==> config.mk <==
export PLATFORM = sky130hd
export DESIGN_NAME = ldst_lane_unit
export DESIGN_NICKNAME = d
export VERILOG_FILES = /design/src/rtl/ldst_pkg.sv /design/src/rtl/ldst_width_decode.sv /design/src/rtl/ldst_store_lanes.sv /design/src/rtl/ldst_load_align.sv /design/src/rtl/ldst_lane_unit.sv
export SDC_FILE = /design/constraint.sdc
export NUM_CORES = 1
export LEC_CHECK = 0
export ABC_AREA = 1
export CORE_MARGIN = 5
export CORE_UTILIZATION = 30
export DETAILED_ROUTE_END_ITERATION = 6
export GPL_TIMING_DRIVEN = 0
export PLACE_DENSITY = 0.82
export SLEW_MARGIN = 0
export SYNTH_ARGS = -nofsm -noshare
export SYNTH_HDL_FRONTEND = slang
export SYNTH_HIERARCHICAL = 1
export SYNTH_SLANG_ARGS = --single-unit
==> constraint.sdc <==
create_clock -name clk -period 1.7 [get_ports clk]
set_input_delay 0.17 -clock clk [delete_from_list [all_inputs] [get_ports clk]]
set_output_delay 0.17 -clock clk [all_outputs]
set_load 0.05 [all_outputs]
==> src/rtl/ldst_pkg.sv <==
package ldst_pkg;

   // Access width codes, as carried in funct3
   typedef enum logic [2:0] {
      ACC_BYTE   = 3'b000,
      ACC_HALF   = 3'b001,
      ACC_WORD   = 3'b010,
      ACC_BYTE_U = 3'b100,
      ACC_HALF_U = 3'b101
   } acc_width_e;

   typedef struct packed {
      logic [1:0] size_lg;  // log2 of the access size in bytes
      logic       zext;     // zero-extend on load
      logic       legal;    // code is one of the five defined ones
   } acc_kind_t;

   function automatic acc_kind_t classify(input logic [2:0] code);
      acc_kind_t k;
      k.size_lg = code[1:0];
      k.zext    = code[2];
      case (code)
         ACC_BYTE, ACC_HALF, ACC_WORD, ACC_BYTE_U, ACC_HALF_U: k.legal = 1'b1;
         default:                                               k.legal = 1'b0;
      endcase
      return k;
   endfunction

endpackage

==> src/rtl/ldst_width_decode.sv <==
module ldst_width_decode
   import ldst_pkg::*;
#(
   parameter int OFF_W = 2
) (
   input  logic             clk,
   input  logic             rst_n,
   input  logic             req_i,
   input  logic [2:0]       width_i,
   input  logic [OFF_W-1:0] addr_lo_i,
   output logic [1:0]       size_lg_o,
   output logic             zext_o,
   output logic             misalign_o
);

   acc_kind_t        kind;
   logic [OFF_W-1:0] must_be_zero;

   always_comb begin
      kind = classify(width_i);
      case (kind.size_lg)
         2'd0:    must_be_zero = '0;
         2'd1:    must_be_zero = OFF_W'(1);
         default: must_be_zero = OFF_W'(3);
      endcase
   end

   assign size_lg_o  = kind.size_lg;
   assign zext_o     = kind.zext;
   assign misalign_o = req_i & (~kind.legal | (|(addr_lo_i & must_be_zero)));


   byte_any_addr_chk: assert property (@(posedge clk) disable iff (!rst_n)
      (req_i && (width_i == 3'b000 || width_i == 3'b100)) |-> !misalign_o);


   reserved_code_chk: assert property (@(posedge clk) disable iff (!rst_n)
      (req_i && (width_i == 3'b011 || width_i[2:1] == 2'b11)) |-> misalign_o);


   idle_no_flag_chk: assert property (@(posedge clk) disable iff (!rst_n)
      !req_i |-> !misalign_o);

endmodule

==> src/rtl/ldst_store_lanes.sv <==
module ldst_store_lanes #(
   parameter int BUS_W     = 32,
   parameter int XLEN      = 32,
   parameter bit REPLICATE = 1'b1,
   localparam int LANES    = BUS_W / 8,
   localparam int OFF_W    = $clog2(LANES)
) (
   input  logic             clk,
   input  logic             rst_n,
   input  logic             en_i,
   input  logic [1:0]       size_lg_i,
   input  logic [OFF_W-1:0] off_i,
   input  logic [XLEN-1:0]  data_i,
   output logic [LANES-1:0] be_o,
   output logic [BUS_W-1:0] wdata_o
);

   logic [LANES-1:0] base_mask;

   always_comb begin
      case (size_lg_i)
         2'd0:    base_mask = LANES'(1);
         2'd1:    base_mask = LANES'(3);
         default: base_mask = LANES'(15);
      endcase
   end

   assign be_o = en_i ? (base_mask << off_i) : '0;

   generate
      if (REPLICATE) begin : g_replicate
         always_comb begin
            case (size_lg_i)
               2'd0:    wdata_o = {(BUS_W/8){data_i[7:0]}};
               2'd1:    wdata_o = {(BUS_W/16){data_i[15:0]}};
               default: wdata_o = {(BUS_W/32){data_i[31:0]}};
            endcase
         end
      end else begin : g_shift
         logic [BUS_W-1:0] chunk;
         always_comb begin
            case (size_lg_i)
               2'd0:    chunk = BUS_W'(data_i[7:0]);
               2'd1:    chunk = BUS_W'(data_i[15:0]);
               default: chunk = BUS_W'(data_i[31:0]);
            endcase
         end
         assign wdata_o = chunk << {off_i, 3'b000};
      end
   endgenerate


   be_idle_zero_chk: assert property (@(posedge clk) disable iff (!rst_n)
      !en_i |-> (be_o == '0));


   byte_one_lane_chk: assert property (@(posedge clk) disable iff (!rst_n)
      (en_i && size_lg_i == 2'd0) |-> ($countones(be_o) == 1));


   half_two_lanes_chk: assert property (@(posedge clk) disable iff (!rst_n)
      (en_i && size_lg_i == 2'd1) |-> ($countones(be_o) == 2));

endmodule

==> src/rtl/ldst_load_align.sv <==
module ldst_load_align #(
   parameter int BUS_W  = 32,
   parameter int XLEN   = 32,
   localparam int OFF_W = $clog2(BUS_W / 8)
) (
   input  logic             clk,
   input  logic             rst_n,
   input  logic             take_i,
   input  logic             bad_i,
   input  logic [1:0]       size_lg_i,
   input  logic             zext_i,
   input  logic [OFF_W-1:0] off_i,
   input  logic [BUS_W-1:0] rdata_i,
   output logic             valid_o,
   output logic [XLEN-1:0]  data_o
);

   logic             vld_q, bad_q, zext_q;
   logic [1:0]       size_q;
   logic [OFF_W-1:0] off_q;
   logic [BUS_W-1:0] shifted;
   logic [XLEN-1:0]  extended;

   always_ff @(posedge clk or negedge rst_n) begin
      if (!rst_n) begin
         vld_q  <= 1'b0;
         bad_q  <= 1'b0;
         zext_q <= 1'b0;
         size_q <= 2'd0;
         off_q  <= '0;
      end else begin
         vld_q  <= take_i;
         bad_q  <= bad_i;
         zext_q <= zext_i;
         size_q <= size_lg_i;
         off_q  <= off_i;
      end
   end

   assign shifted = rdata_i >> {off_q, 3'b000};

   always_comb begin
      case (size_q)
         2'd0:    extended = {{(XLEN-8){~zext_q & shifted[7]}}, shifted[7:0]};
         2'd1:    extended = {{(XLEN-16){~zext_q & shifted[15]}}, shifted[15:0]};
         default: extended = shifted[XLEN-1:0];
      endcase
   end

   assign valid_o = vld_q;
   assign data_o  = (vld_q && !bad_q) ? extended : '0;


   idle_data_zero_chk: assert property (@(posedge clk) disable iff (!rst_n)
      !valid_o |-> (data_o == '0));


   resp_after_load_chk: assert property (@(posedge clk) disable iff (!rst_n)
      valid_o |-> $past(take_i));


   bad_load_zero_chk: assert property (@(posedge clk) disable iff (!rst_n)
      (valid_o && $past(bad_i)) |-> (data_o == '0));

endmodule

==> src/rtl/ldst_lane_unit.sv <==
module ldst_lane_unit #(
   parameter int ADDR_W          = 32,
   parameter int BUS_W           = 32,
   parameter bit REPLICATE_STORE = 1'b1,
   localparam int XLEN           = 32,
   localparam int LANES          = BUS_W / 8,
   localparam int OFF_W          = $clog2(LANES)
) (
   input  logic              clk,
   input  logic              rst_n,
   input  logic              req_i,
   input  logic              we_i,
   input  logic [ADDR_W-1:0] addr_i,
   input  logic [2:0]        width_i,
   input  logic [XLEN-1:0]   st_data_i,
   output logic              mem_req_o,
   output logic              mem_we_o,
   output logic [ADDR_W-1:0] mem_addr_o,
   output logic [LANES-1:0]  mem_be_o,
   output logic [BUS_W-1:0]  mem_wdata_o,
   input  logic [BUS_W-1:0]  mem_rdata_i,
   output logic              misalign_o,
   output logic              ld_valid_o,
   output logic [XLEN-1:0]   ld_data_o
);

   generate
      if (BUS_W != 32 && BUS_W != 64) begin : g_bad_bus
         $error("ldst_lane_unit: BUS_W must be 32 or 64");
      end
      if (ADDR_W <= OFF_W) begin : g_bad_addr
         $error("ldst_lane_unit: ADDR_W too narrow for the lane offset");
      end
   endgenerate

   logic [1:0]       size_lg;
   logic             zext;
   logic             access_ok;
   logic [OFF_W-1:0] lane_off;

   assign lane_off = addr_i[OFF_W-1:0];

   ldst_width_decode #(.OFF_W(OFF_W)) u_decode (
      .clk        (clk),
      .rst_n      (rst_n),
      .req_i      (req_i),
      .width_i    (width_i),
      .addr_lo_i  (lane_off),
      .size_lg_o  (size_lg),
      .zext_o     (zext),
      .misalign_o (misalign_o)
   );

   assign access_ok  = req_i & ~misalign_o;
   assign mem_req_o  = access_ok;
   assign mem_we_o   = access_ok & we_i;
   assign mem_addr_o = {addr_i[ADDR_W-1:OFF_W], {OFF_W{1'b0}}};

   ldst_store_lanes #(
      .BUS_W     (BUS_W),
      .XLEN      (XLEN),
      .REPLICATE (REPLICATE_STORE)
   ) u_store (
      .clk       (clk),
      .rst_n     (rst_n),
      .en_i      (access_ok & we_i),
      .size_lg_i (size_lg),
      .off_i     (lane_off),
      .data_i    (st_data_i),
      .be_o      (mem_be_o),
      .wdata_o   (mem_wdata_o)
   );

   ldst_load_align #(
      .BUS_W (BUS_W),
      .XLEN  (XLEN)
   ) u_load (
      .clk       (clk),
      .rst_n     (rst_n),
      .take_i    (req_i & ~we_i),
      .bad_i     (misalign_o),
      .size_lg_i (size_lg),
      .zext_i    (zext),
      .off_i     (lane_off),
      .rdata_i   (mem_rdata_i),
      .valid_o   (ld_valid_o),
      .data_o    (ld_data_o)
   );


   misalign_blocks_chk: assert property (@(posedge clk) disable iff (!rst_n)
      misalign_o |-> (!mem_req_o && !mem_we_o && mem_be_o == '0));


   store_no_resp_chk: assert property (@(posedge clk) disable iff (!rst_n)
      (req_i && we_i) |=> !ld_valid_o);


   load_no_be_chk: assert property (@(posedge clk) disable iff (!rst_n)
      (req_i && !we_i) |-> (mem_be_o == '0));

endmodule

==> flow_summary.yaml <==
synthesis:
  synth_top_family_by_area: "simple AND/OR/NAND/NOR gates"
  yosys.area_share.simple_pct: 47.3
  synth.top_cell.area_share_pct: 25.6
  synthTopCellsByCount: "142 x nand2_1, 49 x buf_4, 36 x nand3_1, 24 x a21oi_1, 13 x inv_1"
  synthTopCellsByArea: "nand2_1 26%, buf_4 18%, nand3_1 8.6%"
  yosysSeqAreaShare_pct: 8.40
  synth_seq_cells: 7
  async_flop_share_pct: 100
  synth_xor_area_share_pct: 0
  netlist_area_um2: 2090
  synthAdderAreaFrac_pct: 0
  netlist-cell-type-count: 29
  yosysMostFrequentCell: "nand2_1"
  synth_edf_count: 0
  synth.largest_area_cell: "nand2_1"
  yosysWarnings: 6
  syn_avg_cell_area_um2: 5.75
  synth-compound-area-share_pct: 13.1
  netlist_instances: 363
  synth_ff_type: "dfrtp_1"
  synth_mux_area_share_pct: 0
layout:
  fin_nets: 673
  multi_input_area_um2: 1800
  fin_cells: 665
  drive_gt1_share_pct: 51.5
  regArea_um2: 178
  num-fill-cells: 526
  final_cell_area_um2: 4820
  area_delta_synth_final_pct: 131
  post-route-util_pct: 71.0
  diodes: 0
placed_design:
  dpl_cell_area_um2: 4110
  gp_congestion: 0.962
  port_buffers: 174
  place_inst: 634
  place_ws_ps: -905
  hpwl_mm: 7.62
flow_run:
  max_cap_violations: 0
sta:
  finalHoldViolCount: 0
  fmaxAchievable_mhz: 534
  worst_hold_slack_ps: 189
  setup_violations: 30
  grt_setup_unrepaired: "yes"
  tns_ps: -3040
  worst_slack_ps: -172
  tightest_slew_ps: 511
  relSlewSlack_pct: 65.8
  min_period_over_period_pct: 110
  finalCriticalPeriod_ps: 1870
  final_max_slew_viol_count: 0
global_routing:
  groute.layer.met2.usage_pct: 40.0
  antenna_found_initial: 0
  met1_usage_pct: 21.3
  busiest_layer: "met2"
  grt_max_degree: 11
  grt_pass1_wl_mm: 14.6
  grt_util_met3_pct: 7.08
  grt_pass1_vias: 3104
  gr-total-overflow: 0
  grt_use_total_pct: 20.7
floorplanning:
  die_h_um: 93.4
  die_w_um: 93.4
  start_util_pct: 30.7
  io_pins: 207
  rows: 30
  die_area_um2: 8720
  core_um2: 6790
drt:
  firstDrtPassIters: 5
  vias: 3226
  wl_per_cell_um: 16.4
  drc: 0
  drt_iter0_drc: 153
  finalWirelength_mm: 10.9
  postRouteAntennaNets: 0
  routed_via_density: 4.85
worst_setup_path:
  end_kind: "primary output"
  cp_data_required_time_ps: 1530
  critPathKind: "reg -> out"
  critPathMaxFanout: 9
  crit_arrival_ps: 1700
  start_kind: "flop"
pwr:
  leakage_nw: 2.36
  vdd_drop_max_mv: 0.264
  power.density_nw_per_um2: 423
  power.total_mw: 2.04
outcome:
  status: "finished, violations left"
  failed_checks: "setup timing"
clocking:
  h-tree-depth: 1
  cts-hold-fix-buffers: 0
  ctsRootBufferMaster: "clkbuf_8"
  clockBufferDepth: 2
  cts.sinks: 7
  cts_buffers: 3
  cts_tree: "yes"
  path_clk_slew_ps: 40
worst_hold_path:
  holdCritPathClass: "in -> async"
layout make-up:
type | count | share of cell area (%)
timing repair buffer | 202 | 41.0
multi-input combinational | 263 | 37.4
buffer | 66 | 11.8
sequential | 7 | 3.69
inverter | 27 | 2.62
tap | 96 | 2.49
clock buffer | 4 | 0.934
registers in the layout (all words and copies together) (netlist names):
register / cells
u_load/off_q: 2
u_load/size_q: 2
u_load/bad_q: 1
u_load/valid_o: 1
u_load/zext_q: 1
what timing repair did:
action | in CTS | in global routing
gates cloned | 3 | 3
pin swaps | 7 | 30
resized for setup | 440 | 97
buffers inserted | 12 | 10
endpoints found under the setup margin | 71 | 60
where the power goes:
part	internal, mW	switching (mW)	total (mW)
clock network	0.162	0.0673	0.229
logic	0.637	0.992	1.63
registers	0.177	0.00592	0.183
cells in the final DEF, fill, tap and decap left out, drive strengths merged:
cell | netlist | layout
o21bai | 7 | 7
buf | 62 | 148
nand3 | 45 | 45
clkinv | 0 | 1
a31oi | 7 | 7
dlymetal6s2s | 0 | 3
nor3b | 1 | 1
nor2 | 12 | 12
clkbuf | 5 | 12
dlygate4sd2 | 0 | 11
inv | 27 | 26
clkdlybuf4s50 | 0 | 96
dfrtp | 7 | 7
a21oi | 26 | 26
nand2 | 155 | 155
conb | 1 | 2
o21ai | 8 | 8
clkdlybuf4s15 | 0 | 2
critical path: stages (launching register included):
cell and delay (ps):
dfrtp_1 360, buf_6 130, inv_4 70, buf_8 150, buf_6 130, nand3_1 160
a21oi_2 210, nand2_4 70, inv_2 50, buf_8 130
kinds of logic (layout without fill, tap and decap cells):
group / Yosys count / after routing
DFF: 7 / 7
other: 1 / 2
AOI/OAI and AO/OA: 48 / 48
buffers and inverters: 94 / 299
and+or+nand+nor: 213 / 213
path summary, 6_finish.rpt:
path                                  from                to  slack (ps)  depth (start not counted)
worst max-delay path       u_load/off_q[1]     ld_data_o[30]        -170                          9
worst min-delay path                 rst_n      u_load/bad_q         190                          1
max in group asynchronous            rst_n  u_load/size_q[1]        1280                          1
min in group clk                 addr_i[0]   u_load/off_q[0]         200                          1
layer usage:
metal | part of all wire (%) | wire length, um
met5 | 0 | 0
met2 | 53 | 5830
met1 | 33 | 3590
met3 | 12 | 1300
met4 | 1.9 | 212
Note: power is estimated with default switching activity, not from simulation.
